$ cat config.mk
export PLATFORM = sky130hd
export DESIGN_NAME = pp_integrate_dump
export DESIGN_NICKNAME = d
export VERILOG_FILES = /design/src/rtl/pp_pkg.sv /design/src/rtl/pp_ctrl.sv /design/src/rtl/pp_datapath.sv /design/src/rtl/pp_integrate_dump.sv
export SDC_FILE = /design/constraint.sdc
export NUM_CORES = 1
export LEC_CHECK = 0
export BUFFER_PORTS_ARGS = -buffer_cell sky130_fd_sc_hd__buf_4
export CAP_MARGIN = 5
export CORE_ASPECT_RATIO = 0.9
export CORE_UTILIZATION = 60
export CTS_CLUSTER_SIZE = 8
export DETAILED_ROUTE_END_ITERATION = 12
export PLACE_DENSITY_LB_ADDON = 0.12
export SLEW_MARGIN = 25
export SYNTH_ARGS = -nofsm -noshare
export SYNTH_HDL_FRONTEND = slang
export SYNTH_SLANG_ARGS = --single-unit
$ cat constraint.sdc
create_clock -name clk -period 3.83 [get_ports clk]
set_input_delay 0.1915 -clock clk [delete_from_list [all_inputs] [get_ports clk]]
set_output_delay 0.1915 -clock clk [all_outputs]
set_load 0.01 [all_outputs]
$ cat src/rtl/pp_pkg.sv
package pp_pkg;

  // Strobes passed from control to datapath
  typedef struct packed {
    logic capture;  // frame boundary: latch idle accumulator into hold register
    logic useB;     // 1: accumulator B integrates, A clears
  } ppStrobes_t;

endpackage

$ cat src/rtl/pp_ctrl.sv
module pp_ctrl
  import pp_pkg::*;
#(
  parameter int FRAME_LEN = 52,
  parameter int HOLD_LEN  = 26
) (
  input  logic       clk,
  input  logic       rst_n,
  input  logic       frameStrobe,
  input  logic       selIn,
  output ppStrobes_t strobes,
  output logic       measValid,
  output logic       seqError
);

  localparam int CNT_W  = $clog2(FRAME_LEN + 1);
  localparam int HOLD_W = $clog2(HOLD_LEN + 1);
  localparam logic [CNT_W-1:0]  LAST_CNT = CNT_W'(FRAME_LEN - 1);
  localparam logic [CNT_W-1:0]  SAT_CNT  = CNT_W'(FRAME_LEN);
  localparam logic [HOLD_W-1:0] HOLD_INIT = HOLD_W'(HOLD_LEN);

  logic [CNT_W-1:0]  frameCnt;
  logic [HOLD_W-1:0] holdCnt;
  logic              primed;
  logic              atLast;
  logic              earlyStrobe;
  logic              missedStrobe;

  always_comb begin
    atLast       = (frameCnt == LAST_CNT);
    earlyStrobe  = primed && frameStrobe && !atLast;
    missedStrobe = primed && !frameStrobe && atLast;
    strobes.capture = frameStrobe;
    strobes.useB    = selIn;
    measValid       = (holdCnt != '0);
  end

  // Frame spacing monitor
  always_ff @(posedge clk) begin
    if (!rst_n) begin
      frameCnt <= '0;
      primed   <= 1'b0;
      seqError <= 1'b0;
    end else begin
      if (frameStrobe)           frameCnt <= '0;
      else if (frameCnt != SAT_CNT) frameCnt <= frameCnt + CNT_W'(1);
      primed   <= primed | frameStrobe;
      seqError <= seqError | earlyStrobe | missedStrobe;
    end
  end

  // Hold window counter
  always_ff @(posedge clk) begin
    if (!rst_n) begin
      holdCnt <= '0;
    end else if (frameStrobe && primed) begin
      holdCnt <= HOLD_INIT;
    end else if (holdCnt != '0) begin
      holdCnt <= holdCnt - HOLD_W'(1);
    end
  end

endmodule

$ cat src/rtl/pp_datapath.sv
module pp_datapath
  import pp_pkg::*;
#(
  parameter int SAMPLE_W = 12,
  parameter int ACC_W    = 18
) (
  input  logic                       clk,
  input  logic                       rst_n,
  input  logic signed [SAMPLE_W-1:0] sampleIn,
  input  logic                       chipIn,
  input  ppStrobes_t                 strobes,
  output logic signed [ACC_W-1:0]    measOut
);

  localparam int EXT_W = ACC_W - SAMPLE_W;

  logic signed [ACC_W-1:0] sampleExt;
  logic signed [ACC_W-1:0] chipped;

  always_comb begin
    sampleExt = {{EXT_W{sampleIn[SAMPLE_W-1]}}, sampleIn};
    chipped   = chipIn ? sampleExt : -sampleExt;
  end

  // Two accumulators: index 0 = A, index 1 = B
  for (genvar g = 0; g < 2; g++) begin : gen_acc
    localparam logic IS_B = (g == 1);
    logic signed [ACC_W-1:0] accReg;
    always_ff @(posedge clk) begin
      if (!rst_n)                    accReg <= '0;
      else if (strobes.useB == IS_B) accReg <= accReg + chipped;
      else                           accReg <= '0;
    end
  end

  // Hold register: capture the idle (just finished) accumulator
  always_ff @(posedge clk) begin
    if (!rst_n) begin
      measOut <= '0;
    end else if (strobes.capture) begin
      measOut <= strobes.useB ? gen_acc[0].accReg : gen_acc[1].accReg;
    end
  end

endmodule

$ cat src/rtl/pp_integrate_dump.sv
module pp_integrate_dump
  import pp_pkg::*;
#(
  parameter int SAMPLE_W  = 12,
  parameter int FRAME_LEN = 52
) (
  input  logic                                         clk,
  input  logic                                         rst_n,
  input  logic signed [SAMPLE_W-1:0]                   sampleIn,
  input  logic                                         chipIn,
  input  logic                                         frameStrobe,
  input  logic                                         selIn,
  output logic signed [SAMPLE_W+$clog2(FRAME_LEN)-1:0] measOut,
  output logic                                         measValid,
  output logic                                         seqError
);

  localparam int HOLD_LEN = FRAME_LEN / 2;
  localparam int ACC_W    = SAMPLE_W + $clog2(FRAME_LEN);

  ppStrobes_t strobes;

  pp_ctrl #(
    .FRAME_LEN(FRAME_LEN),
    .HOLD_LEN (HOLD_LEN)
  ) ctrl_i (
    .clk        (clk),
    .rst_n      (rst_n),
    .frameStrobe(frameStrobe),
    .selIn      (selIn),
    .strobes    (strobes),
    .measValid  (measValid),
    .seqError   (seqError)
  );

  pp_datapath #(
    .SAMPLE_W(SAMPLE_W),
    .ACC_W   (ACC_W)
  ) dp_i (
    .clk     (clk),
    .rst_n   (rst_n),
    .sampleIn(sampleIn),
    .chipIn  (chipIn),
    .strobes (strobes),
    .measOut (measOut)
  );

endmodule

# == Word level (Yosys, flattened, before mapping) ==
# Index checks and enable logic that the tools add are counted.
# totals
reg_bits,67
inputBits,17
out_inout_bits,20
wordCells,35
# classes
n_addsub,5
n_eq_ne,2
muxes,4
bitwise,4
n_reduce_logical,12
# ops
cell,n
18-bit adder,2
18-bit two-way mux,2
12-bit negation with 18-bit output,1
5-bit two-way mux,2
"6-bit by 1-bit adder with 6-bit output, second input constant",1
"6-bit == test, second input constant",1
"6-bit inequality test, second input constant",1
2-bit OR reduction,3
5-bit nonzero test,1
"5-bit by 1-bit subtractor with 5-bit output, second input constant",1
1-bit logical AND,4
1-bit OR,3
1-bit logical NOT,2
2-bit AND reduction,1
2-bit nonzero test,1
1-bit inverter,1

# == Logic depth before layout (Yosys ltp) ==
# Gate-level depths: netlist (run 1).
# depth
word_depth,5
mapped_depth,15
ltp_nobuf,15

# == By module ==
# Synthesis (run 1) repeated with hierarchy kept, for this count alone.
# unflattened
cells_unflattened,501
hier_area_um2,4334.2
# modules_own_cells
module,instances,cells_per_inst,area_per_inst_um2
pp_datapath,1,432,3714.8
pp_ctrl,1,69,619.3

# == Worst setup path before layout (run 1) ==
# Ideal clock, no wire load.
# synth_timing
path_type,input -> register
from,in sampleIn[0]
to,reg dp_i.gen_acc[1].accReg[17]
setup_ps,72
t_arrival_ps,2897
required_ps,3758
slack_ps,862
path_stages,15
path_buffers,0
cell_sequence,inv_1 > ha_1 > nand2b_1 > or4_1 > or2_1 > nor4_2 > nor2_1 > xor2_1 > ha_1 > a21oi_1 > o21ai_2 > a221o_1 > a21o_1 > a31oi_1 > mux2i_1
# synth_via
elab_chain_cells,3
# synth_lines
element,line_no,rtl
from (decl),pp_integrate_dump.sv:9,"input logic signed [SAMPLE_W-1:0] sampleIn,"
12-bit negation with 18-bit output,pp_datapath.sv:22,chipped = chipIn ? sampleExt : -sampleExt;
18-bit two-way mux (*),pp_datapath.sv:22,
18-bit adder (*),pp_datapath.sv:31,else if (strobes.useB == IS_B) accReg <= accReg + chipped;
to (signal assigned),pp_datapath.sv:31,
to (decl),pp_datapath.sv:28,logic signed [ACC_W-1:0] accReg;
# Mark *: on every way between the ends. The rest lies on a longest branch, timed or not.
# A chain may end at the register's enable or synchronous reset.

# == Worst setup path after layout (run 1) ==
# Same ends and word-level chain as after synthesis.

==> impl_metrics.env, run 1 <==
export IMPL_cts_buffers=9
export IMPL_drcViolationCount=0
export IMPL_syn_inst=483
export IMPL_hold_viol=0
export IMPL_synthDistinctLibCells=65
export IMPL_hp_start="sampleIn[0]"
export IMPL_clockBufferDepth=2
export IMPL_rrSetupSlack_ps=1680
export IMPL_p_leak_nw=2.43
export IMPL_tightest_slew_ps=769
export IMPL_avgSynthCellArea_um2=9.01
export IMPL_regArea_mm2=0.00134
export IMPL_status="completed"
export IMPL_synth_nets=541
export IMPL_p_int_w=0.00156
export IMPL_cp_max_fo=5
export IMPL_rsz0062_at_grt="no"
export IMPL_synth_top_area_cell="dfxtp_1"
export IMPL_crit_start="sampleIn[0]"
export IMPL_start_kind="input port"
export IMPL_multi_input_area_mm2=0.00289
export IMPL_ys_warn_count=0
export IMPL_dieArea_mm2=0.00760
export IMPL_die_h_um=82.8
export IMPL_grt_pass1_vias=3476
export IMPL_yosysSeqAreaShare_pct=30.8
export IMPL_hold_path_endpoint="dp_i.gen_acc[0].accReg[0]$_SDFF_PP0_"
export IMPL_routed_via_density=5.90
export IMPL_setup_ws_ps=695
export IMPL_fin_crit_sh_pct=81.9
export IMPL_hold_buffers=0
export IMPL_slew_headroom_pct=48.0
export IMPL_wl_um=10100
export IMPL_critPathTopFamily="compound AO/OA/AOI/OAI gates"
export IMPL_grt_max_degree=42
export IMPL_cts_setup_buffers=0
export IMPL_critPathBufInv=2
export IMPL_fin_area_mm2=0.00491
export IMPL_vdd_drop_max_mv=0.287
export IMPL_wire_per_inst_um=16.5
export IMPL_grt_ovfl_total=0
export IMPL_netlist_top_cells_area="dfxtp_1, ha_1, mux2i_1"
export IMPL_dpl_hpwl_um=7340
export IMPL_grt_pass1_wl_um=16400
export IMPL_reg2reg_depth=8
export IMPL_placed_area_mm2=0.00466
export IMPL_fin_hold_ws_ps=231
export IMPL_nets=571
export IMPL_switchingPower_w=0.000759
export IMPL_clock_tree_root_cell="clkbuf_8"
export IMPL_r2r_start="dp_i.gen_acc[1].accReg[0]$_SDFF_PN0_"
export IMPL_power_total_w=0.00232
export IMPL_vias=3605
export IMPL_rows=29
export IMPL_p_seq_share_pct=35.9
export IMPL_pre_cts_ws_ps=425
export IMPL_critical_path_arrival_ps=3410
export IMPL_r2r_end="dp_i.gen_acc[1].accReg[16]$_SDFF_PN0_"
export IMPL_p_clk_share_pct=31.4
export IMPL_area_delta_synth_final_pct=12.8
export IMPL_hold_depth=3
export IMPL_min_period_ps=3140
export IMPL_cpMostUsedCell="ha_1"
export IMPL_cts_sinks=67
export IMPL_tritoncts="yes"
export IMPL_cp_required_ps=4100
export IMPL_drt_iter0_markers=262
export IMPL_track_usage_pct=27.6
export IMPL_first_pass_iters=5
export IMPL_async_reset_ff_share_pct=0
export IMPL_cellPowerDensity_mw_per_mm2=473
export IMPL_min_path_type="in -> reg"
export IMPL_crit_chain="buf_4 > inv_1 > ha_1 > nand2b_1 > or4_1 > or2_1 > nor4_2 > nor2_1 > xor2_1 > ha_1 > a21oi_1 > o21ai_2 > a221o_1 > a21o_1 > a31oi_1 > mux2i_1"
export IMPL_drive_gt1_share_pct=14.1
export IMPL_coreArea_mm2=0.00704
export IMPL_slew_viol_final=0
export IMPL_ys_top_cells_by_count="dfxtp_1, nor2_1, nand2_1"
export IMPL_synth_top_cell_area_share_pct=30.8
export IMPL_slowest_stage="or4_1"
export IMPL_clk_latency_ps=340
export IMPL_swShare_pct=32.7
export IMPL_combPwrFrac_pct=32.6
export IMPL_ant_nets=0
export IMPL_clock_skew_ps=9.67
export IMPL_fmax_mhz=319
export IMPL_yosysMostFrequentCell="dfxtp_1"
export IMPL_setup_violations_final=0
export IMPL_antenna_cells=0
export IMPL_yosys_most_used_dff="dfxtp_1"
export IMPL_die_w_um=91.8
export IMPL_gp_congestion=0.876
export IMPL_endpoint_kind="flip-flop"
export IMPL_final_setup_tns_ps=0
export IMPL_ys_ff_latch=67
export IMPL_synth_edf_count=0
export IMPL_n_fill_cell=576
export IMPL_cts_max_level=3
export IMPL_crit_type="in -> reg"
export IMPL_io_pins=37
export IMPL_synthesis_area_mm2=0.00435
export IMPL_start_util_pct=61.9
export IMPL_max_stage_delay_ps=470
export IMPL_portBuffers=36
export IMPL_clkTransAtPathRegs_ps=80
export IMPL_antenna_found_initial=0
export IMPL_cap_violations=0
export IMPL_cts_repair_resize_count=0
-- power groups by stage --
stage	logic, W	clock network, W	registers, W
after global placement	0.000718	0	0.000846
after detailed placement	0.000744	0	0.000848
after global routing	0.000837	0.000777	0.000842
after floorplan	0.000575	0	0.000838
after CTS	0.000752	0.000745	0.000833
final	0.000758	0.000730	0.000835
-- metal layers --
layer / vias to the layer above / global-route usage [%] / wire length, µm
met4: 0 / 6.96 / 78
met1: 1712 / 35.3 / 4440
met2: 86 / 47.2 / 5010
li1: 1800 / - / -
met3: 7 / 5.86 / 539
met5: - / 0 / 0
-- cells by family after synthesis --
| logic type | synth area share [%] |
|---|---|
| multiplexers | 5.55 |
| flip-flops | 30.8 |
| XOR/XNOR | 7.84 |
| AND/OR/NAND/NOR | 18.7 |
| buffers and inverters | 2.82 |
| adder cells (fa/ha/maj) | 12.1 |
| AO/OA/AOI/OAI | 22.2 |
-- flip-flops by register name, summed over array words and instances, names as in the netlist --
signal,flops
ctrl_i.seqError,1
ctrl_i.primed,1
ctrl_i.frameCnt,6
dp_i.measOut,18
ctrl_i.holdCnt,5
dp_i.gen_acc.accReg,36
-- layout by cell type (no fill, tap or decap), drive strengths merged, types with 4 or more instances in the layout --
| master | synthesis | layout |
|---|---|---|
| dfxtp | 67 | 67 |
| nor2 | 50 | 50 |
| nand2 | 42 | 42 |
| ha | 39 | 39 |
| buf | 8 | 36 |
| a21oi | 32 | 32 |
| mux2i | 23 | 23 |
| xor2 | 20 | 20 |
| o211a | 20 | 20 |
| xnor2 | 19 | 19 |
| a21o | 19 | 19 |
| nor3 | 15 | 15 |
| o21ai | 15 | 15 |
| inv | 11 | 11 |
| nand3 | 10 | 10 |
| clkbuf | 9 | 10 |
| and3 | 8 | 8 |
| o21a | 8 | 8 |
| nand2b | 7 | 7 |
| and2 | 6 | 6 |
| a211oi | 6 | 6 |
| nor3b | 5 | 5 |
| o211ai | 4 | 4 |
| nor4 | 4 | 4 |
-- cell type report --
cell class	instances	share of cell area (%)
Clock inverter	6	2.29
Tap cell	93	2.37
Clock buffer	10	2.80
Multi-Input combinational cell	388	58.9
Inverter	11	0.841
Sequential cell	67	27.3
Timing Repair Buffer	36	5.50
-- worst max-delay path by stage --
stage | slack [ps] | depth (start not counted) | end
after detailed placement | 420 | 16 | dp_i.gen_acc[1].accReg[17]$_SDFF_PN0_
after global placement | 550 | 16 | dp_i.gen_acc[1].accReg[17]$_SDFF_PN0_
after global routing | 500 | 16 | dp_i.gen_acc[1].accReg[17]$_SDFF_PN0_
after CTS | 730 | 16 | dp_i.gen_acc[1].accReg[17]$_SDFF_PN0_
after floorplan | 860 | 15 | dp_i.gen_acc[1].accReg[17]$_SDFF_PN0_
final | 690 | 16 | dp_i.gen_acc[1].accReg[17]$_SDFF_PN0_
-- metrics by stage --
step | std cells | utilization, %
finish | 611 | 69.7
global route | 611 | 69.7
CTS | 611 | 69.7
detailed placement | 595 | 66.2
global placement | 595 | 66.2
floorplan | 483 | -
-- worst min-delay path, cell delays in order --
cell	delay, ps
buf_4	110
ha_1	130
and2_1	110
(Power assumes the default switching activity.)
==> inputs of run 2 (changes only) <==
--- a/config.mk
+++ b/config.mk
@@ -8,7 +8,7 @@
 export BUFFER_PORTS_ARGS = -buffer_cell sky130_fd_sc_hd__buf_4
 export CAP_MARGIN = 5
 export CORE_ASPECT_RATIO = 0.9
-export CORE_UTILIZATION = 60
+export CORE_UTILIZATION = 55
 export CTS_CLUSTER_SIZE = 8
 export DETAILED_ROUTE_END_ITERATION = 12
 export PLACE_DENSITY_LB_ADDON = 0.12
==> constraint.sdc (replaced) <==
create_clock -name clk -period 2.5 [get_ports clk]
set_input_delay 0.125 -clock clk [delete_from_list [all_inputs] [get_ports clk]]
set_output_delay 0.125 -clock clk [all_outputs]
set_load 0.01 [all_outputs]
==> impl_metrics.env, run 2 (synthesized netlist as in run 1, its figures left out) <==
export IMPL_p_leak_nw=2.88
export IMPL_critPathTopFamily="compound AO/OA/AOI/OAI gates"
export IMPL_antenna_found_initial=0
export IMPL_track_usage_pct=27.5
export IMPL_antenna_cells=0
export IMPL_dieArea_mm2=0.00828
export IMPL_cpMostUsedCell="a21o_1"
export IMPL_clk_latency_ps=340
export IMPL_cp_max_fo=3
export IMPL_critical_path_arrival_ps=3050
export IMPL_pre_cts_ws_ps=-654
export IMPL_clockBufferDepth=2
export IMPL_cts_max_level=3
export IMPL_grt_max_degree=42
export IMPL_crit_type="in -> reg"
export IMPL_routed_via_density=5.77
export IMPL_final_common_cell="buf_4"
export IMPL_clkTransAtPathRegs_ps=80
export IMPL_critPathBufInv=3
export IMPL_reg_largest_list="dp_i.gen_acc.accReg (36), dp_i.measOut (18), ctrl_i.frameCnt (6)"
export IMPL_status="finished with violations"
export IMPL_drive_gt1_share_pct=33.2
export IMPL_hold_viol=0
export IMPL_die_w_um=95.8
export IMPL_drcViolationCount=0
export IMPL_min_period_ps=2770
export IMPL_gp_congestion=0.877
export IMPL_cp_required_ps=2780
export IMPL_grt_pass1_wl_um=17500
export IMPL_grt_pass1_vias=3821
export IMPL_start_kind="input port"
export IMPL_wl_um=11300
export IMPL_nets=659
export IMPL_slowest_stage="or4_4"
export IMPL_slew_headroom_pct=47.9
export IMPL_start_util_pct=57.1
export IMPL_vdd_drop_max_mv=0.446
export IMPL_grt_ovfl_total=0
export IMPL_utilization_pct=76.5
export IMPL_min_path_type="in -> reg"
export IMPL_ant_nets=0
export IMPL_crit_chain="buf_12 > inv_12 > ha_4 > nand2b_4 > or4_4 > buf_4 > nor2_1 > a211oi_1 > a21o_1 > ha_1 > a21oi_4 > o21ai_2 > a221o_1 > a21o_1 > a31oi_1 > mux2i_1"
export IMPL_fmax_mhz=361
export IMPL_tritoncts="yes"
export IMPL_coreArea_mm2=0.00762
export IMPL_cts_sinks=67
export IMPL_cts_buffers=9
export IMPL_setup_ws_ps=-269
export IMPL_top_register="dp_i.gen_acc.accReg"
export IMPL_tightest_slew_ps=771
export IMPL_slew_viol_final=0
export IMPL_dpl_hpwl_um=8180
export IMPL_cellPowerDensity_mw_per_mm2=656
export IMPL_largest_reg_flops=36
export IMPL_die_h_um=86.4
export IMPL_layout_common_cells="buf_4, dfxtp_1, nor2_1"
export IMPL_hold_buffers=0
export IMPL_fin_crit_sh_pct=111
export IMPL_wire_per_inst_um=16.1
export IMPL_violations="negative setup slack"
export IMPL_portBuffers=36
export IMPL_cap_violations=0
export IMPL_rsz0062_at_grt="yes"
export IMPL_max_stage_delay_ps=430
export IMPL_area_delta_synth_final_pct=33.9
export IMPL_setup_violations_final=9
export IMPL_final_setup_tns_ps=-943
export IMPL_first_pass_iters=4
export IMPL_io_pins=37
export IMPL_clock_skew_ps=11.0
export IMPL_clock_tree_root_cell="clkbuf_8"
export IMPL_endpoint_kind="flip-flop"
export IMPL_drt_iter0_markers=170
export IMPL_vias=4045
export IMPL_rows=30
-- run 2: cell count changes in the layout (fill, tap and decap cells not counted), moves of 4 or more --
cell | previous run | this run
a21oi_1 | 31 | 22
o21ai_0 | 13 | 5
o21ai_2 | 1 | 5
a21oi_2 | 0 | 6
ha_1 | 39 | 35
nor3_1 | 13 | 7
nor3_2 | 2 | 8
buf_4 | 36 | 120
-- run 2: metal layers --
layer  global-route usage [%]  share of wire, %  up-vias
met4                     9.63               2.6        0
met1                     32.7                43     1941
met3                     4.56               4.0       25
met2                     49.4                50      105
li1                         -                 -     1974
met5                        0                 0        -
-- run 2: per-stage QoR --
| stage | instances | hold slack (ps) | cell area (µm²) | total power [W] |
|---|---|---|---|---|
| after floorplan | 483 | 307 | 4410 | 0.00218 |
| final | 701 | 195 | 5830 | 0.00382 |
| after detailed placement | 678 | 467 | 5320 | 0.00268 |
| after CTS | 698 | 173 | 5630 | 0.00372 |
| after global placement | 678 | 462 | 5320 | 0.00263 |
| after global routing | 701 | 199 | 5830 | 0.00403 |
-- run 2: cell type report --
type,instances,area [µm²]
Clock buffer,9,124
Clock inverter,6,90.1
Fill cell,545,1790
Inverter,11,58.8
Multi-Input combinational cell,388,3140
Sequential cell,67,1340
Tap cell,96,120
Timing Repair Buffer,124,955
-- run 2: where the power goes --
part	internal, W	switching, W	leakage (nW)
Sequential	0.00119	0.0000905	0.551
Clock	0.000559	0.000432	0.106
Combinational	0.000770	0.000781	2.22
Total	0.00252	0.00130	2.88
-- run 2: path summary, 6_finish.rpt --
| kind | start | to | slack [ps] | depth (start not counted) |
|---|---|---|---|---|
| max | sampleIn[0] | dp_i.gen_acc[1].accReg[17]$_SDFF_PN0_ | -270 | 16 |
| min | rst_n | ctrl_i.primed$_SDFF_PN0_ | 190 | 2 |
| min reg2reg | dp_i.measOut[10]$_SDFFE_PN0P_ | dp_i.measOut[10]$_SDFFE_PN0P_ | 480 | 1 |
| max reg2reg | dp_i.gen_acc[1].accReg[0]$_SDFF_PN0_ | dp_i.gen_acc[1].accReg[16]$_SDFF_PN0_ | 350 | 8 |
-- run 2: repair_timing --
action                     4_1_cts  5_1_grt
cloned                           0        0
pin swaps                       17       23
buffers inserted                 5        5
setup endpoints to repair       15       16
gates resized for setup         12       41
